### src/rtl/i2cArbPkg.sv
package i2cArbPkg;
  typedef enum logic [2:0] {
    ST_IDLE, ST_START, ST_HOLD, ST_BYTE, ST_STOP, ST_RSTART
  } engSt_e;

  typedef struct packed {
    logic       abort;
    logic       start;
    logic       stop;
    logic       restart;
    logic       byteGo;
    logic       isTx;
    logic       nack;
    logic [7:0] txData;
  } engCmd_t;

  localparam logic [1:0] ADDR_CTRL = 2'd0;
  localparam logic [1:0] ADDR_STAT = 2'd1;
  localparam logic [1:0] ADDR_DATA = 2'd2;
endpackage

### src/rtl/i2cBusEngine.sv
module i2cBusEngine
  import i2cArbPkg::*;
#(
  parameter int DIV = 4
) (
  input  logic       clk,
  input  logic       rstN,
  input  engCmd_t    cmd,
  input  logic       sclIn,
  input  logic       sdaIn,
  output logic       sclOe,
  output logic       sdaOe,
  output logic       done,
  output logic       byteLost,
  output logic       lostNow,
  output logic       rxAck,
  output logic [7:0] rxByte,
  output logic       busy
);
  localparam int CW = (DIV > 1) ? $clog2(DIV) : 1;

  engSt_e      st;
  logic [1:0]  ph;
  logic [CW-1:0] cnt;
  logic [3:0]  bitIdx;
  logic [7:0]  shReg;
  logic        txMode, nackQ, lostQ;
  logic        pendByte, pendTx, pendNack, pendStop, pendRs;
  logic [7:0]  pendData;
  logic        sclQ, sdaQ;

  wire tick = (cnt == CW'(DIV - 1));

  always_ff @(posedge clk or negedge rstN) begin
    if (!rstN) begin
      st <= ST_IDLE; ph <= '0; cnt <= '0; bitIdx <= '0; shReg <= '0;
      txMode <= 1'b0; nackQ <= 1'b0; lostQ <= 1'b0;
      pendByte <= 1'b0; pendTx <= 1'b0; pendNack <= 1'b0; pendData <= '0;
      pendStop <= 1'b0; pendRs <= 1'b0;
      done <= 1'b0; byteLost <= 1'b0; rxAck <= 1'b0;
    end else if (cmd.abort) begin
      st <= ST_IDLE; ph <= '0; cnt <= '0; lostQ <= 1'b0;
      pendByte <= 1'b0; pendStop <= 1'b0; pendRs <= 1'b0; done <= 1'b0;
    end else begin
      done <= 1'b0;
      if (cmd.byteGo) begin
        pendByte <= 1'b1; pendTx <= cmd.isTx; pendNack <= cmd.nack; pendData <= cmd.txData;
      end
      if (cmd.stop)    pendStop <= 1'b1;
      if (cmd.restart) pendRs   <= 1'b1;
      cnt <= (st == ST_IDLE || st == ST_HOLD || tick) ? '0 : cnt + 1'b1;
      case (st)
        ST_IDLE: if (cmd.start) begin st <= ST_START; ph <= '0; lostQ <= 1'b0; end
        ST_START: if (tick) begin
          if (ph == 2'd1) begin st <= ST_HOLD; ph <= '0; end else ph <= ph + 1'b1;
        end
        ST_HOLD: begin
          if (pendRs) begin
            pendRs <= 1'b0; st <= ST_RSTART; ph <= '0;
          end else if (pendByte) begin
            pendByte <= 1'b0; st <= ST_BYTE; ph <= '0; bitIdx <= '0; lostQ <= 1'b0;
            shReg <= pendData; txMode <= pendTx; nackQ <= pendNack;
          end else if (pendStop) begin
            pendStop <= 1'b0; st <= ST_STOP; ph <= '0;
          end
        end
        ST_BYTE: if (tick) begin
          if (ph == 2'd0) ph <= 2'd1;
          else begin
            ph <= '0;
            if (bitIdx == 4'd8) begin
              rxAck <= sdaIn; done <= 1'b1; byteLost <= lostQ;
              st <= lostQ ? ST_IDLE : ST_HOLD;
            end else begin
              if (txMode && shReg[7] && !sdaIn) lostQ <= 1'b1;
              shReg  <= {shReg[6:0], sdaIn};
              bitIdx <= bitIdx + 1'b1;
            end
          end
        end
        ST_STOP: if (tick) begin
          if (ph == 2'd2) begin st <= ST_IDLE; ph <= '0; end else ph <= ph + 1'b1;
        end
        ST_RSTART: if (tick) begin
          if (ph == 2'd3) begin st <= ST_HOLD; ph <= '0; end else ph <= ph + 1'b1;
        end
        default: st <= ST_IDLE;
      endcase
    end
  end

  always_comb begin
    sclOe = 1'b0;
    sdaOe = 1'b0;
    case (st)
      ST_START:  begin sdaOe = 1'b1; sclOe = (ph == 2'd1); end
      ST_HOLD:   sclOe = 1'b1;
      ST_BYTE: begin
        sclOe = (ph == 2'd0);
        if (bitIdx == 4'd8) sdaOe = !txMode && !nackQ;
        else                sdaOe = txMode && !shReg[7] && !lostQ;
      end
      ST_STOP:   begin sclOe = (ph != 2'd1 && ph != 2'd2) ? 1'b1 : (ph == 2'd1 ? 1'b0 : 1'b0);
                       sclOe = (ph == 2'd0); sdaOe = (ph != 2'd2); end
      ST_RSTART: begin sclOe = (ph == 2'd0 || ph == 2'd3); sdaOe = (ph >= 2'd2); end
      default: ;
    endcase
  end

  assign rxByte  = shReg;
  assign lostNow = lostQ;

  // bus condition monitor, independent of who drives the lines
  always_ff @(posedge clk or negedge rstN) begin
    if (!rstN) begin
      sclQ <= 1'b1; sdaQ <= 1'b1; busy <= 1'b0;
    end else begin
      sclQ <= sclIn;
      sdaQ <= sdaIn;
      if (sclIn && sclQ && sdaQ && !sdaIn)      busy <= 1'b1;
      else if (sclIn && sclQ && !sdaQ && sdaIn) busy <= 1'b0;
    end
  end
endmodule

### src/rtl/i2cRegCtrl.sv
module i2cRegCtrl
  import i2cArbPkg::*;
(
  input  logic       clk,
  input  logic       rstN,
  input  logic       regWe,
  input  logic       regRe,
  input  logic [1:0] regAddr,
  input  logic [7:0] regWdata,
  output logic [7:0] regRdata,
  input  logic       sclIn,
  input  logic       sdaIn,
  input  logic       engDone,
  input  logic       engByteLost,
  input  logic       engRxAck,
  input  logic [7:0] engRxByte,
  input  logic       busBusy,
  output engCmd_t    cmd,
  output logic       ctrlEn,
  output logic       ctrlMsta,
  output logic       statAl,
  output logic       irq
);
  logic mtx, txak, iif, rxak, master, rxPend;
  logic [7:0] dataReg;

  wire wrCtrl = regWe && regAddr == ADDR_CTRL;
  wire wrStat = regWe && regAddr == ADDR_STAT;
  wire wrData = regWe && regAddr == ADDR_DATA;
  wire rdData = regRe && regAddr == ADDR_DATA;

  wire wantStart    = wrCtrl && regWdata[7] && regWdata[5] && !ctrlMsta && !master;
  wire startBlocked = wantStart && busBusy && !(sclIn && sdaIn);

  always_comb begin
    cmd         = '0;
    cmd.abort   = wrCtrl && !regWdata[7];
    cmd.start   = wantStart && !startBlocked;
    cmd.stop    = wrCtrl && regWdata[7] && !regWdata[5] && master;
    cmd.restart = wrCtrl && regWdata[7] && regWdata[5] && regWdata[2] && master;
    cmd.byteGo  = master && ((wrData && mtx) || (rdData && !mtx));
    cmd.isTx    = mtx;
    cmd.nack    = txak;
    cmd.txData  = regWdata;
  end

  always_ff @(posedge clk or negedge rstN) begin
    if (!rstN) begin
      ctrlEn <= 1'b0; ctrlMsta <= 1'b0; mtx <= 1'b0; txak <= 1'b0;
      statAl <= 1'b0; iif <= 1'b0; rxak <= 1'b0; master <= 1'b0;
      rxPend <= 1'b0; dataReg <= '0;
    end else begin
      if (wrCtrl) begin
        if (!regWdata[7]) begin
          ctrlEn <= 1'b0; ctrlMsta <= 1'b0; mtx <= 1'b0; txak <= 1'b0;
          statAl <= 1'b0; iif <= 1'b0; rxak <= 1'b0; master <= 1'b0; rxPend <= 1'b0;
        end else begin
          ctrlEn <= 1'b1; mtx <= regWdata[4]; txak <= regWdata[3];
          if (startBlocked) begin
            ctrlMsta <= 1'b0; statAl <= 1'b1; iif <= 1'b1;
          end else ctrlMsta <= regWdata[5];
          if (cmd.start) master <= 1'b1;
          if (cmd.stop)  master <= 1'b0;
        end
      end
      if (wrStat) begin
        statAl <= statAl & regWdata[4];
        iif    <= iif & regWdata[1];
      end
      if (wrData)     dataReg <= regWdata;
      if (cmd.byteGo) rxPend  <= !cmd.isTx;
      if (engDone && ctrlEn) begin
        iif  <= 1'b1;
        rxak <= engRxAck;
        if (rxPend) dataReg <= engRxByte;
        if (engByteLost) begin
          statAl <= 1'b1; ctrlMsta <= 1'b0; master <= 1'b0;
        end
      end
    end
  end

  always_comb begin
    case (regAddr)
      ADDR_CTRL: regRdata = {ctrlEn, 1'b0, ctrlMsta, mtx, txak, 3'b000};
      ADDR_STAT: regRdata = {2'b00, busBusy, statAl, 2'b00, iif, rxak};
      ADDR_DATA: regRdata = dataReg;
      default:   regRdata = '0;
    endcase
  end

  assign irq = iif;
endmodule

### src/rtl/i2cArbMaster.sv
module i2cArbMaster
  import i2cArbPkg::*;
#(
  parameter int DIV = 4
) (
  input  logic       clk,
  input  logic       rstN,
  input  logic       regWe,
  input  logic       regRe,
  input  logic [1:0] regAddr,
  input  logic [7:0] regWdata,
  output logic [7:0] regRdata,
  input  logic       sclIn,
  input  logic       sdaIn,
  output logic       sclOe,
  output logic       sdaOe,
  output logic       irq
);
  engCmd_t    cmd;
  logic       engDone, engByteLost, engLost, engRxAck, statBusy;
  logic       ctrlEn, ctrlMsta, statAl;
  logic [7:0] engRxByte;

  i2cRegCtrl uCtrl (
    .clk(clk), .rstN(rstN), .regWe(regWe), .regRe(regRe), .regAddr(regAddr),
    .regWdata(regWdata), .regRdata(regRdata), .sclIn(sclIn), .sdaIn(sdaIn),
    .engDone(engDone), .engByteLost(engByteLost), .engRxAck(engRxAck),
    .engRxByte(engRxByte), .busBusy(statBusy), .cmd(cmd), .ctrlEn(ctrlEn),
    .ctrlMsta(ctrlMsta), .statAl(statAl), .irq(irq)
  );

  i2cBusEngine #(.DIV(DIV)) uEng (
    .clk(clk), .rstN(rstN), .cmd(cmd), .sclIn(sclIn), .sdaIn(sdaIn),
    .sclOe(sclOe), .sdaOe(sdaOe), .done(engDone), .byteLost(engByteLost),
    .lostNow(engLost), .rxAck(engRxAck), .rxByte(engRxByte), .busy(statBusy)
  );
endmodule

### config.mk
export PLATFORM = sky130hd
export DESIGN_NAME = i2cArbMaster
export DESIGN_NICKNAME = d
export VERILOG_FILES = /design/src/rtl/i2cArbPkg.sv /design/src/rtl/i2cBusEngine.sv /design/src/rtl/i2cRegCtrl.sv /design/src/rtl/i2cArbMaster.sv
export SDC_FILE = /design/constraint.sdc
export NUM_CORES = 1
export LEC_CHECK = 0
export ABC_AREA = 1
export BUFFER_PORTS_ARGS = -buffer_cell sky130_fd_sc_hd__buf_2
export CAP_MARGIN = 20
export CORE_ASPECT_RATIO = 1.1
export CORE_MARGIN = 4
export CORE_UTILIZATION = 60
export DETAILED_ROUTE_END_ITERATION = 8
export GPL_ROUTABILITY_DRIVEN = 0
export GPL_TIMING_DRIVEN = 0
export HOLD_SLACK_MARGIN = 0.1
export PLACE_DENSITY = 0.8
export SYNTH_ARGS = -nofsm -noshare
export SYNTH_HDL_FRONTEND = slang
export SYNTH_SLANG_ARGS = --single-unit
### constraint.sdc
create_clock -name clk -period 1.63 [get_ports clk]
set_input_delay 0.326 -clock clk [delete_from_list [all_inputs] [get_ports clk]]
set_output_delay 0.326 -clock clk [all_outputs]
set_load 0.02 [all_outputs]
Word level (Yosys, flattened, before mapping)
Cells that the tools add are included.
Storage, ports and cells
  register bits after elaboration: 58
  input port bits: 16
  logic and storage cells: 255
  output and inout port bits: 11
Cells by class
  eq/ne operators: 36
  add/subtract/negate cells: 3
  reduce and logical (&&, ||, !) cells: 69
  magnitude comparators: 1
  bitwise logic cells: 5
  muxes and demuxes: 111
Operators with widths (count)
  2-to-1 mux 8 bit: 8
  2-to-1 mux 1 bit: 61
  2-to-1 mux 3 bit: 14
  logical AND 1 bit: 31
  2-to-1 mux 2 bit: 15
  != test 3 x 2 -> 1 bit (second input constant): 10
  case mux 8 bit (3 select lines): 1
  2-to-1 mux 4 bit: 5
  case mux 3 bit (6 select lines): 1
  case mux 8 bit (2 select lines): 1
  AND reduction 7 bit: 2
  logical NOT 1 bit: 13
  != test 3 bit (second input constant): 4
  case mux 2 bit (6 select lines): 1
  AND reduction 11 bit: 1
  equality test 2 bit (second input constant): 4
  != test 2 x 1 -> 1 bit (second input constant): 4
  != test 2 bit (second input constant): 4
  case mux 1 bit (4 select lines): 2
  case mux 4 bit (2 select lines): 1
  AND reduction 2 bit: 4
  AND reduction 8 bit: 1
  nonzero test 2 bit: 4
  nonzero test 7 bit: 1
  other kinds (21): 32

Logic depth before layout (Yosys ltp)
  word-level depth: 16
  mapped depth: 11

Hierarchy
A second synthesis with hierarchy kept.
Second synthesis, totals
  cells, all modules: 439
  area, all modules: 3387.0 um^2
By module, submodules not included
  i2cBusEngine: cells each 286, area an instance 2313.5 um^2, instances 1
  i2cRegCtrl: cells each 153, area an instance 1073.5 um^2, instances 1

Worst setup path before layout
OpenSTA, ideal clock, no wires.
  kind: reg-to-output
  start point: reg uEng.st[0]
  end point: out sdaOe
  data arrival time: 1.305 ns
  data required time: 1.304 ns
  slack: -0.001 ns
  cell stages (with the launch flop): 9
  buffers on the path: 2
  cells stage by stage: dfrtp_1 buf_4 nand2_2 nor2_4 inv_2 clkbuf_1 a21oi_1 nand2_1 nand4_1
Between the ends
  word-level cells in the longest chain between the ends: 2
Ends and longest elaborated chain
  from (decl): RTL line i2cBusEngine.sv:22  | engSt_e st;
  from (signal assigned): RTL line i2cBusEngine.sv:73  | st <= lostQ ? ST_IDLE : ST_HOLD;
  equality test 3 bit (tied with other cells): RTL line i2cBusEngine.sv:95  | case (st)
  case mux 1 bit (4 select lines) (*): RTL line i2cBusEngine.sv:95
  to (decl): RTL line i2cArbMaster.sv:16  | output logic sdaOe,
Mark *: on every way between the ends. The rest lies on a longest branch, timed or not.

Final worst setup path
  start point: reg uEng.st[1]
  end point: out sclOe
Between the ends
  word-level cells in the longest chain between the ends: 3
Ends and longest elaborated chain
  equality test 3 bit / equality test 3 x 2 -> 1 bit (equally long branches): RTL line i2cBusEngine.sv:95
  OR reduction 2 bit (no line)
  case mux 1 bit (4 select lines) (*): RTL line i2cBusEngine.sv:95
  to (decl): RTL line i2cArbMaster.sv:15  | output logic sclOe,
Marked as above.

==> impl_results.md <==
* Pwr per Cell Area at about 1400 mW/mm²
* Post-layout util at around four fifths
* Total number of vias at between 3000 and 4000
* I/O Pins at 27
* Critical path fanouts, max at 5
* Syn Inst Count at ~410
* Endpoints failing hold at 0
* Max Fclk at 516.0 MHz
* Yosys reg bits at 58
* Crit path capture type: output pin
* Grt total ovfl at 0
* Drt total wl at roughly 8300 µm
* RSZ-0062 raised after global routing: yes
* Clk pwr share at 20.6%
* Reg clk slew, reported paths at 0.07 ns
* Sequential share of the synthesized area at between 40% and 50%
* Sequential share of power at between 30% and 40%
* Startpoint Class: flop
* Minimum clock period at 1.938 ns
* Ys flop type: dfrtp_1
* Port Buffers at 26
* Cell Area, Synth at around 0.0032 mm²
* Internal power at about 0.0034 W
* Leakage at about 2.0 nW
* Fin. max-slew vios at 0
* Crit path required time at 1.30 ns
* Vias in the first global route at 2906
* Status: complete, but fails checks
* Fillers at roughly 360
* Syn Nets at 439
* Tot GR Track Use at between 20% and 30%
* Setup TNS at -1.311 ns
* DR DRC count at 0
* Post-DRT Antenna Nets at 0
* Num CTS Buffers at 9
* Hold WC Path Type: input pin to flop
* Max_cap viols at 0
* CTS Root Buffer Type: clkbuf_8
* Vias/cell at around 5.7
* Finished Cell Area at just under 0.004 mm²
* Area of the multi-input gates at roughly 0.0016 mm²
* Comb power frac at a little under half
* First-pass GRT wire length at about 14000 µm
* Area Overhead vs Synth at 24.28%
* Largest net degree at the start of global routing at 39
* CTS sink cnt at slightly below 60
* CTS tree: done
* Synth area leader: dfrtp_1
* Pre-antenna DRT Iters at 7
* Cell Area, Placed at approximately 0.0034 mm²
* Pin slew with the least headroom to its limit at around 0.49 ns
* Skew final at just under 0.008 ns
* WS Path Type: flop to output pin
* Syn avg cell area at a little under 8 µm²
* Share of post-route cells with drive strength above 1 at 25.26%
* Ys async rst share at 100.0%
* Post-synth top area share at 43.85%
* Final setup vio count at 16
* Die height at ~85 µm
* Starting Density at 63.06%
* DR WL/cell at 15.50 µm
* Worst-case clock buffer depth at 2
* EDFF count, synth at 0
* Worst setup margin at -0.3081 ns
* FF/Latch Area at around 0.0015 mm²
* Psw at 0.002340 W
* CTS HTree Levels at 3
* Top cells by area, synth: dfrtp_1 44%, nand2_1 11%, inv_1 6.6%
* Initial antenna violation count at 0
* Distinct cell type count after synthesis at 32
* Initial DRC count at between 200 and 250
* Synth cell count leaders: 97 x nand2_1, 56 x dfrtp_1, 56 x inv_1
* Sw Share at ~41%
* Clock latency on the worst-skew pair at roughly 0.34 ns
* Nets@finish at 500
* Die area at ~0.0066 mm²
* Synthesis Warnings at 0
* Row count at 27
* Post-DP HPWL at ~5600 µm
* Final Cycle Share at 118.9%
* Diodes inserted at 0
* Failing checks: negative setup slack
* Core area at approximately 0.0051 mm²
* Relative slew slack at 67.51%
* WP data arrival at 1.61 ns
* Worst vdd ir at roughly 1.1 mV
* Count leader, synth: nand2_1
* Die Wd at 77.58 µm
==> flip-flops by register name, indices dropped and copies added, names as in the netlist, 2 cells and up <==
register and count:
uCtrl.dataReg 8, uEng.pendData 8, uEng.rxByte 8, uEng.bitIdx 4, uEng.st 3, uEng.cnt 2
uEng.ph 2
==> path summary, 6_finish.rpt <==
path | endpoint | startpoint | slack [ns] | depth (start not counted)
worst max-delay path | sclOe | uEng.st[1]$_DFFE_PN0P_ | -0.31 | 9
worst min-delay path | uEng.pendData[6]$_DFFE_PN0P_ | regWdata[6] | 0.20 | 3
worst max register to register | uEng.bitIdx[2]$_DFFE_PN0P_ | uEng.st[0]$_DFFE_PN0P_ | -0.12 | 10
worst min register to register | uEng.cnt[0]$_DFF_PN0_ | uEng.cnt[0]$_DFF_PN0_ | 0.45 | 1
max in group asynchronous | uEng.sclQ$_DFF_PN1_ | rstN | 0.52 | 3
min in group asynchronous | uEng.pendData[6]$_DFFE_PN0P_ | rstN | 0.48 | 2
==> layer usage <==
metal | vias to the layer above | track usage [%] | wire length (µm)
li1 | 1481 | - | -
met1 | 1449 | 34.47 | 3479
met2 | 125 | 42.60 | 4108
met3 | 28 | 3.541 | 473
met4 | 0 | 11.00 | 261
met5 | - | 0 | 0
==> through the flow <==
step	setup slack (ns)	power [W]	hold slack [ns]	cells
after floorplan	0.03182	0.003284	0.03041	413
after global placement	-0.2917	0.003734	0.4288	497
after detailed placement	-0.2954	0.003792	0.3079	498
after CTS	-0.2861	0.005289	0.2046	530
after global routing	-0.4085	0.006125	0.2147	537
final	-0.3081	0.005716	0.2048	537
==> cell families (layout without fill, tap and decap cells) <==
| family | Yosys count | after routing | synth area share, % |
|---|---|---|---|
| and+or+nand+nor | 182 | 182 | 24.82 |
| AOI/OAI and AO/OA | 90 | 90 | 15.82 |
| buffers and inverters | 71 | 137 | 9.319 |
| DFF | 58 | 58 | 45.50 |
| adders and majority gates | 10 | 10 | 3.915 |
| xor gates and xnor gates | 1 | 1 | 0.2741 |
| muxes | 1 | 1 | 0.3524 |
==> final cells by class <==
class,instances,area share (%)
Clock inverter,5,0.7561
Inverter,60,5.860
Multi-Input combinational cell,284,40.14
Clock buffer,11,3.560
Timing Repair Buffer,50,8.633
Tap cell,58,1.827
Buffer,11,2.552
Sequential cell,58,36.67
==> power by group through the flow <==
| stage | logic [W] | registers (W) | clock network (W) |
|---|---|---|---|
| after floorplan | 0.00139 | 0.00189 | 0 |
| after global placement | 0.00181 | 0.00192 | 0 |
| after detailed placement | 0.00186 | 0.00193 | 0 |
| after CTS | 0.00221 | 0.00190 | 0.00118 |
| after global routing | 0.00291 | 0.00194 | 0.00128 |
| final | 0.00263 | 0.00191 | 0.00117 |
==> worst max-delay path, stage by stage (launching register included) <==
cell and delay, ns:
dfrtp_1 0.35, buf_6 0.14, nand2_4 0.06, nor2_4 0.12, inv_4 0.06, buf_4 0.13, a21oi_1 0.11, nor3_1 0.06
o21ai_1 0.08, buf_4 0.16
==> cell usage in the layout (no fill, tap or decap), drive strengths merged, types with 4 or more instances in the layout <==
master  count
inv        60
o21bai      5
o21ai      49
nand2     101
a31oi       4
dfrtp      56
clkbuf     11
o22ai      10
nand3      32
a21oi      15
buf        58
nor2       37
ha         10
nand4       4
nor3        6
==> timing repair <==
item,in CTS,in global routing
setup endpoints to repair,17,22
hold buffers,3,0
hold endpoints to repair,22,0
resized for setup,28,30
pin swaps,4,17
setup buffers,13,7
No activity file was read; power rests on OpenSTA's default activity.
